## config.mk

```make
export PLATFORM = sky130hd
export DESIGN_NAME = irq_arbiter
export DESIGN_NICKNAME = d
export VERILOG_FILES = /design/src/rtl/irq_arb_pkg.sv /design/src/rtl/irq_edge_catch.sv /design/src/rtl/irq_ctl_regs.sv /design/src/rtl/irq_prio_enc.sv /design/src/rtl/irq_arbiter.sv
export SDC_FILE = /design/constraint.sdc
export NUM_CORES = 1
export LEC_CHECK = 0
export BUFFER_PORTS_ARGS = -buffer_cell sky130_fd_sc_hd__clkbuf_2
export CAP_MARGIN = 20
export CORE_AREA = 2 2 43 45
export CTS_BUF_LIST = sky130_fd_sc_hd__clkbuf_8
export CTS_CLUSTER_SIZE = 20
export DETAILED_ROUTE_END_ITERATION = 10
export DIE_AREA = 0 0 45 47
export GPL_ROUTABILITY_DRIVEN = 1
export MAX_ROUTING_LAYER = met4
export PLACE_DENSITY = 0.61
export SYNTH_ARGS = -nofsm -noshare
export SYNTH_HDL_FRONTEND = slang
export SYNTH_SLANG_ARGS = --single-unit
export TNS_END_PERCENT = 30
```

## constraint.sdc

```tcl
create_clock -name clk_i -period 2.6 [get_ports clk_i]
set_input_delay 0.13 -clock clk_i [delete_from_list [all_inputs] [get_ports clk_i]]
set_output_delay 0.13 -clock clk_i [all_outputs]
set_load 0.1 [all_outputs]
```

## src/rtl/irq_arb_pkg.sv

```systemverilog
package irq_arb_pkg;

    // Source indices, in ascending rank order (0 wins)
    localparam int NSRC     = 5;
    localparam int IDX_NMI  = 0;
    localparam int IDX_EDGE = 1;
    localparam int IDX_HI   = 2;
    localparam int IDX_LO   = 3;
    localparam int IDX_EXT  = 4;

    // Mask bit positions
    localparam int MB_EDGE = 2;
    localparam int MB_HI   = 1;
    localparam int MB_LO   = 0;
    localparam int MASK_W  = 3;

    typedef struct packed {
        logic              prev;
        logic              seen;
    } catch_s;

    typedef struct packed {
        logic [MASK_W-1:0] mask;
        logic              en;
        logic              ack;
    } ctl_s;

endpackage

```

## src/rtl/irq_edge_catch.sv

```systemverilog
module irq_edge_catch
    import irq_arb_pkg::*;
(
    input  logic clk_i,
    input  logic rst_ni,
    input  logic line_i,
    input  logic clr_i,
    output logic seen_o
);

    catch_s cur_q, nxt_d;

    always_comb begin
        nxt_d      = cur_q;
        nxt_d.prev = line_i;
        // a fresh edge in the same cycle as a clear survives
        nxt_d.seen = (cur_q.seen & ~clr_i) | (line_i & ~cur_q.prev);
    end

    always_ff @(posedge clk_i or negedge rst_ni) begin
        if (!rst_ni) cur_q <= '0;
        else         cur_q <= nxt_d;
    end

    assign seen_o = cur_q.seen;

    // a captured edge persists while no clear arrives
    a_r4_edge_held: assert property (@(posedge clk_i) disable iff (!rst_ni)
        (seen_o && !clr_i) |=> seen_o);

    // a low-to-high step on the line is remembered by the next cycle
    a_r3_edge_caught: assert property (@(posedge clk_i) disable iff (!rst_ni)
        (line_i && !cur_q.prev) |=> seen_o);

endmodule

```

## src/rtl/irq_ctl_regs.sv

```systemverilog
module irq_ctl_regs
    import irq_arb_pkg::*;
(
    input  logic              clk_i,
    input  logic              rst_ni,
    input  logic              mask_we_i,
    input  logic [MASK_W-1:0] mask_data_i,
    input  logic              en_set_i,
    input  logic              en_clr_i,
    input  logic              take_ok_i,
    input  logic              ext_won_i,
    output logic [MASK_W-1:0] mask_o,
    output logic              en_o,
    output logic              ack_o
);

    ctl_s cur_q, nxt_d;

    always_comb begin
        nxt_d = cur_q;
        if (mask_we_i) nxt_d.mask = mask_data_i;
        if (take_ok_i)     nxt_d.en = 1'b0;
        else if (en_set_i) nxt_d.en = 1'b1;
        else if (en_clr_i) nxt_d.en = 1'b0;
        nxt_d.ack = take_ok_i & ext_won_i;
    end

    always_ff @(posedge clk_i or negedge rst_ni) begin
        if (!rst_ni) begin
            cur_q.mask <= '1;
            cur_q.en   <= 1'b0;
            cur_q.ack  <= 1'b0;
        end else begin
            cur_q <= nxt_d;
        end
    end

    assign mask_o = cur_q.mask;
    assign en_o   = cur_q.en;
    assign ack_o  = cur_q.ack;

    // acceptance always leaves the enable off
    a_r8_take_clears_en: assert property (@(posedge clk_i) disable iff (!rst_ni)
        take_ok_i |=> !en_o);

    // a mask write lands on the next cycle
    a_r6_mask_load: assert property (@(posedge clk_i) disable iff (!rst_ni)
        mask_we_i |=> (mask_o == $past(mask_data_i)));

endmodule

```

## src/rtl/irq_prio_enc.sv

```systemverilog
module irq_prio_enc
    import irq_arb_pkg::*;
#(
    parameter int VEC_W    = 16,
    parameter int VEC_UNIT = 4
)(
    input  logic [NSRC-1:0]  pend_i,
    output logic [NSRC-1:0]  grant_o,
    output logic             any_o,
    output logic             ext_o,
    output logic [VEC_W-1:0] vec_o
);

    localparam int NVEC = NSRC - 1;
    // restart address = half-step number * VEC_UNIT
    localparam logic [VEC_W-1:0] VTAB [NVEC] = '{
        VEC_W'(9  * VEC_UNIT),
        VEC_W'(15 * VEC_UNIT),
        VEC_W'(13 * VEC_UNIT),
        VEC_W'(11 * VEC_UNIT)
    };

    logic [NSRC-1:0] above;

    // above[k]: some higher-ranked source is pending
    assign above[0] = 1'b0;
    for (genvar k = 1; k < NSRC; k++) begin : g_rank
        assign above[k] = above[k-1] | pend_i[k-1];
    end

    assign grant_o = pend_i & ~above;
    assign any_o   = |pend_i;
    assign ext_o   = grant_o[IDX_EXT];

    always_comb begin
        vec_o = '0;
        for (int k = 0; k < NVEC; k++) begin
            if (grant_o[k]) vec_o = VTAB[k];
        end
    end

endmodule

```

## src/rtl/irq_arbiter.sv

```systemverilog
module irq_arbiter
    import irq_arb_pkg::*;
#(
    parameter int VEC_W    = 16,
    parameter int VEC_UNIT = 4
)(
    input  logic              clk_i,
    input  logic              rst_ni,
    input  logic              nmi_i,
    input  logic              edge_i,
    input  logic              lvl_hi_i,
    input  logic              lvl_lo_i,
    input  logic              ext_i,
    input  logic              mask_we_i,
    input  logic [MASK_W-1:0] mask_data_i,
    input  logic              edge_clr_i,
    input  logic              en_set_i,
    input  logic              en_clr_i,
    input  logic              take_i,
    output logic              irq_o,
    output logic [VEC_W-1:0]  vec_o,
    output logic              ext_vec_o,
    output logic              ext_ack_o
);

    localparam int NCATCH = 2;
    localparam logic [VEC_W-1:0] NMI_VEC = VEC_W'(9 * VEC_UNIT);

    logic [NCATCH-1:0] catch_line, catch_clr, catch_seen;
    logic [NSRC-1:0]   pend, grant;
    logic [MASK_W-1:0] mask_q;
    logic              en_q, take_ok, any;

    assign take_ok = take_i & any;

    // edge-capturing sources: index 0 = non-maskable, 1 = edge line
    assign catch_line = {edge_i, nmi_i};
    assign catch_clr[IDX_NMI]  = take_ok & grant[IDX_NMI];
    assign catch_clr[IDX_EDGE] = (take_ok & grant[IDX_EDGE]) | (mask_we_i & edge_clr_i);

    for (genvar c = 0; c < NCATCH; c++) begin : g_catch
        irq_edge_catch u_catch (
            .clk_i  (clk_i),
            .rst_ni (rst_ni),
            .line_i (catch_line[c]),
            .clr_i  (catch_clr[c]),
            .seen_o (catch_seen[c])
        );
    end

    irq_ctl_regs u_ctl (
        .clk_i       (clk_i),
        .rst_ni      (rst_ni),
        .mask_we_i   (mask_we_i),
        .mask_data_i (mask_data_i),
        .en_set_i    (en_set_i),
        .en_clr_i    (en_clr_i),
        .take_ok_i   (take_ok),
        .ext_won_i   (grant[IDX_EXT]),
        .mask_o      (mask_q),
        .en_o        (en_q),
        .ack_o       (ext_ack_o)
    );

    assign pend[IDX_NMI]  = catch_seen[IDX_NMI] & nmi_i;
    assign pend[IDX_EDGE] = catch_seen[IDX_EDGE] & ~mask_q[MB_EDGE] & en_q;
    assign pend[IDX_HI]   = lvl_hi_i & ~mask_q[MB_HI] & en_q;
    assign pend[IDX_LO]   = lvl_lo_i & ~mask_q[MB_LO] & en_q;
    assign pend[IDX_EXT]  = ext_i & en_q;

    irq_prio_enc #(.VEC_W(VEC_W), .VEC_UNIT(VEC_UNIT)) u_enc (
        .pend_i  (pend),
        .grant_o (grant),
        .any_o   (any),
        .ext_o   (ext_vec_o),
        .vec_o   (vec_o)
    );

    assign irq_o = any;

    // a latched non-maskable request that is still high always wins
    a_r3_nmi_wins: assert property (@(posedge clk_i) disable iff (!rst_ni)
        (catch_seen[IDX_NMI] && nmi_i) |-> (irq_o && vec_o == NMI_VEC));

    // with the enable off only the non-maskable line can request
    a_r7_disabled_nmi_only: assert property (@(posedge clk_i) disable iff (!rst_ni)
        (!en_q && irq_o) |-> (vec_o == NMI_VEC));

    // a level source only wins while its line is high
    a_r5_hi_needs_level: assert property (@(posedge clk_i) disable iff (!rst_ni)
        grant[IDX_HI] |-> lvl_hi_i);
    a_r5_lo_needs_level: assert property (@(posedge clk_i) disable iff (!rst_ni)
        grant[IDX_LO] |-> lvl_lo_i);

    // device-supplied address carries no vector; ack follows acceptance
    a_r9_ext_no_vec: assert property (@(posedge clk_i) disable iff (!rst_ni)
        ext_vec_o |-> (irq_o && vec_o == '0));
    a_r9_ack_after_take: assert property (@(posedge clk_i) disable iff (!rst_ni)
        ext_ack_o |-> $past(take_i && ext_vec_o));

    // at most one source drives the outputs
    a_r1_single_grant: assert property (@(posedge clk_i) disable iff (!rst_ni)
        $onehot0(grant));

endmodule

```

==> reports/metrics.cfg <==
[logic_synthesis]
synth.distinct_cells=23
ys_warn_count=0
synth_cells=53
avgSynthCellArea_um2=10.2
synth.top_cell.area_share_pct=27.7
ys_ff_latch=9
yosys-top-cells-area=dfrtp_1, buf_4, dfstp_2
synth-seq-area-share_pct=42.3
syn_area_um2=542
yosysTopAreaCell=dfrtp_1

[drt]
wirelength_um=978
vias_per_cell=4.34
vias=408
drt_iter0_drc=1
postRouteAntennaNets=0
route.detailed.drc=0
drtPass1Iterations=2
routedWlPerCell_um=10.4

[finish]
antennaDiodeCount=0
final_cell_mix=clkbuf_2, conb_1, dfrtp_1
final_cell_count_no_fill=94
drive_gt1_share_pct=41.6
final_common_cell=clkbuf_2
finalNetCount=93
synthToLayoutAreaGrowth_pct=24.2

[worst_setup_path]
arrival_ns=1.73
cp.buffers_inverters=1
worstPathCellList=nor2b_4 -> o21a_2 -> a221o_1 -> clkbuf_2
worst-r2r-cell-count=3
start_kind=flop
path_depth=4
critPathKind=reg2out
crit_slowest_cell=dfstp_2
max_stage_delay_ns=0.55
cp_max_fo=4
endpoint_kind=output pin
critical_path_required_ns=2.47
crit_family=flip-flops

[place]
dp.cells=89
dp_hpwl_um=843
io_buffers=21
gp_congestion=0.688

[sta]
hold_viol_final=0
rsz0062_at_grt=no
setup_tns_ns=0
tightest_slew_ns=0.540
finalCriticalPeriod_ns=1.86
relSlewSlack_pct=64.2
setup_viol=0
max_freq_ghz=0.538
fin_worst_skew_ns=0.00143
drv_slew=0
period_share_pct=71.5

[pwr]
p_leak_nw=0.348
peakVddDrop_mv=0.388
powerDensity_nw_per_um2=862

[cts]
clkLatencyLatePin_ns=0.23
cts_max_path_buffers=2
cts_tree=done
cts-root-buf=clkbuf_8
cts_inserted_buffers=3
cts_sinks=9
h-tree-depth=1
clk_pin_slew_ns=0.05

[die]
pin_count=34
row_count=15
core-area_um2=1650
die_height_um=47
dieWidth_um=45
die_area_um2=2120
initial_core_util_pct=32.8

[global_route]
grt_start_max_net_pins=10
met1_usage_pct=12.8
grt_pass1_vias=359
use_met3_pct=5.77
top_usage_layer=met2
track_usage_pct=10.9
gr-usage-met2_pct=16.0
grt_first_pass_wirelength_um=1520
antenna_found_initial=0
grt-ovfl-total=0

[worst_hold_path]
holdCritPathClass=in2reg
whs_path_depth=1

[outcome]
status=finished clean

[flow_run]
drv_cap=0

what timing repair did:
action	CTS	global route
resized for setup	0	0
hold endpoints to repair	9	0
hold buffers	1	0
buffers inserted	0	0
cell usage after synthesis:
cell,n
a32o_1,1
nand4b_1,1
nor2_1,1
nand3_1,1
a21oi_1,1
nor2b_1,3
o21a_2,1
mux2_1,3
nand2b_1,2
dfstp_2,3
nor3_1,1
nor4_1,1
buf_4,13
a221o_1,1
dfrtp_1,6
nor2b_4,1
and2_1,1
inv_1,3
conb_1,1
o21ai_1,2
o41ai_2,1
o221a_1,1
nand2_1,4
state kept, by name, summed over array words and instances (netlist names):
register,flops
g_catch.u_catch.cur_q,2
g_catch.u_catch.seen_o,2
u_ctl.ack_o,1
u_ctl.en_o,1
u_ctl.mask_o,3
worst register-to-register path: cells and delay by family (launching register included):
kind,cells,cell delay (ns)
AO/OA/AOI/OAI,2,0.59
flip-flops,1,0.55
AND/OR/NAND/NOR,1,0.05
per-stage QoR:
| stage | instance area, µm² | setup WS [ns] | power (mW) | utilization, % | hold slack [ns] |
|---|---|---|---|---|---|
| floorplan | 588 | 0.461 | 0.402 | - | -0.166 |
| global placement | 617 | 1.01 | 0.419 | 37.3 | -0.000826 |
| detailed placement | 617 | 0.989 | 0.420 | 37.3 | 0.00230 |
| CTS | 673 | 0.730 | 0.588 | 40.8 | 0.0153 |
| global route | 673 | 0.690 | 0.607 | 40.8 | 0.0187 |
| finish | 673 | 0.742 | 0.581 | 40.8 | 0.0244 |
report_power, final:
| group | leakage [nW] | internal, mW | switching (mW) |
|---|---|---|---|
| Sequential | 0.104 | 0.157 | 0.0106 |
| Clock | 0.0255 | 0.105 | 0.0579 |
| Combinational | 0.219 | 0.0417 | 0.209 |
| Total | 0.348 | 0.303 | 0.277 |
per-layer routing:
layer,up-vias,wire (µm)
li1,202,-
met1,182,419
met2,24,469
met3,0,89
met4,0,0
met5,-,0
cell type report:
type | instances | area, µm²
fill | 169 | 978
multi-input combinational | 39 | 250
sequential | 9 | 229
timing repair buffer | 22 | 115
clock buffer | 3 | 41.3
tap | 17 | 21.3
inverter | 3 | 11.3
clock inverter | 1 | 5.00
cells by family after synthesis:
| group | Yosys count | synth area share, % |
|---|---|---|
| and+or+nand+nor | 16 | 17.5 |
| DFF | 9 | 42.3 |
| other | 1 | 0.692 |
| AOI/OAI and AO/OA | 8 | 13.2 |
| muxes | 3 | 6.24 |
| buffers and inverters | 16 | 20.1 |
path summary, 6_finish.rpt:
path,end,slack (ns),from
worst max-delay path,vec_o[5],0.74,u_ctl.mask_o[2]$_DFFE_PN1P_
worst min-delay path,g_catch[1].u_catch.cur_q[1]$_DFF_PN0_,0.02,edge_i
worst max register to register,u_ctl.en_o$_DFFE_PN0P_,1.35,u_ctl.mask_o[2]$_DFFE_PN1P_
worst min register to register,g_catch[0].u_catch.seen_o$_DFF_PN0_,0.41,g_catch[0].u_catch.cur_q[1]$_DFF_PN0_
max in group asynchronous,u_ctl.mask_o[1]$_DFFE_PN1P_,2.07,rst_ni
min in group asynchronous,g_catch[1].u_catch.cur_q[1]$_DFF_PN0_,0.28,rst_ni
No activity file was read; power rests on OpenSTA's default activity.
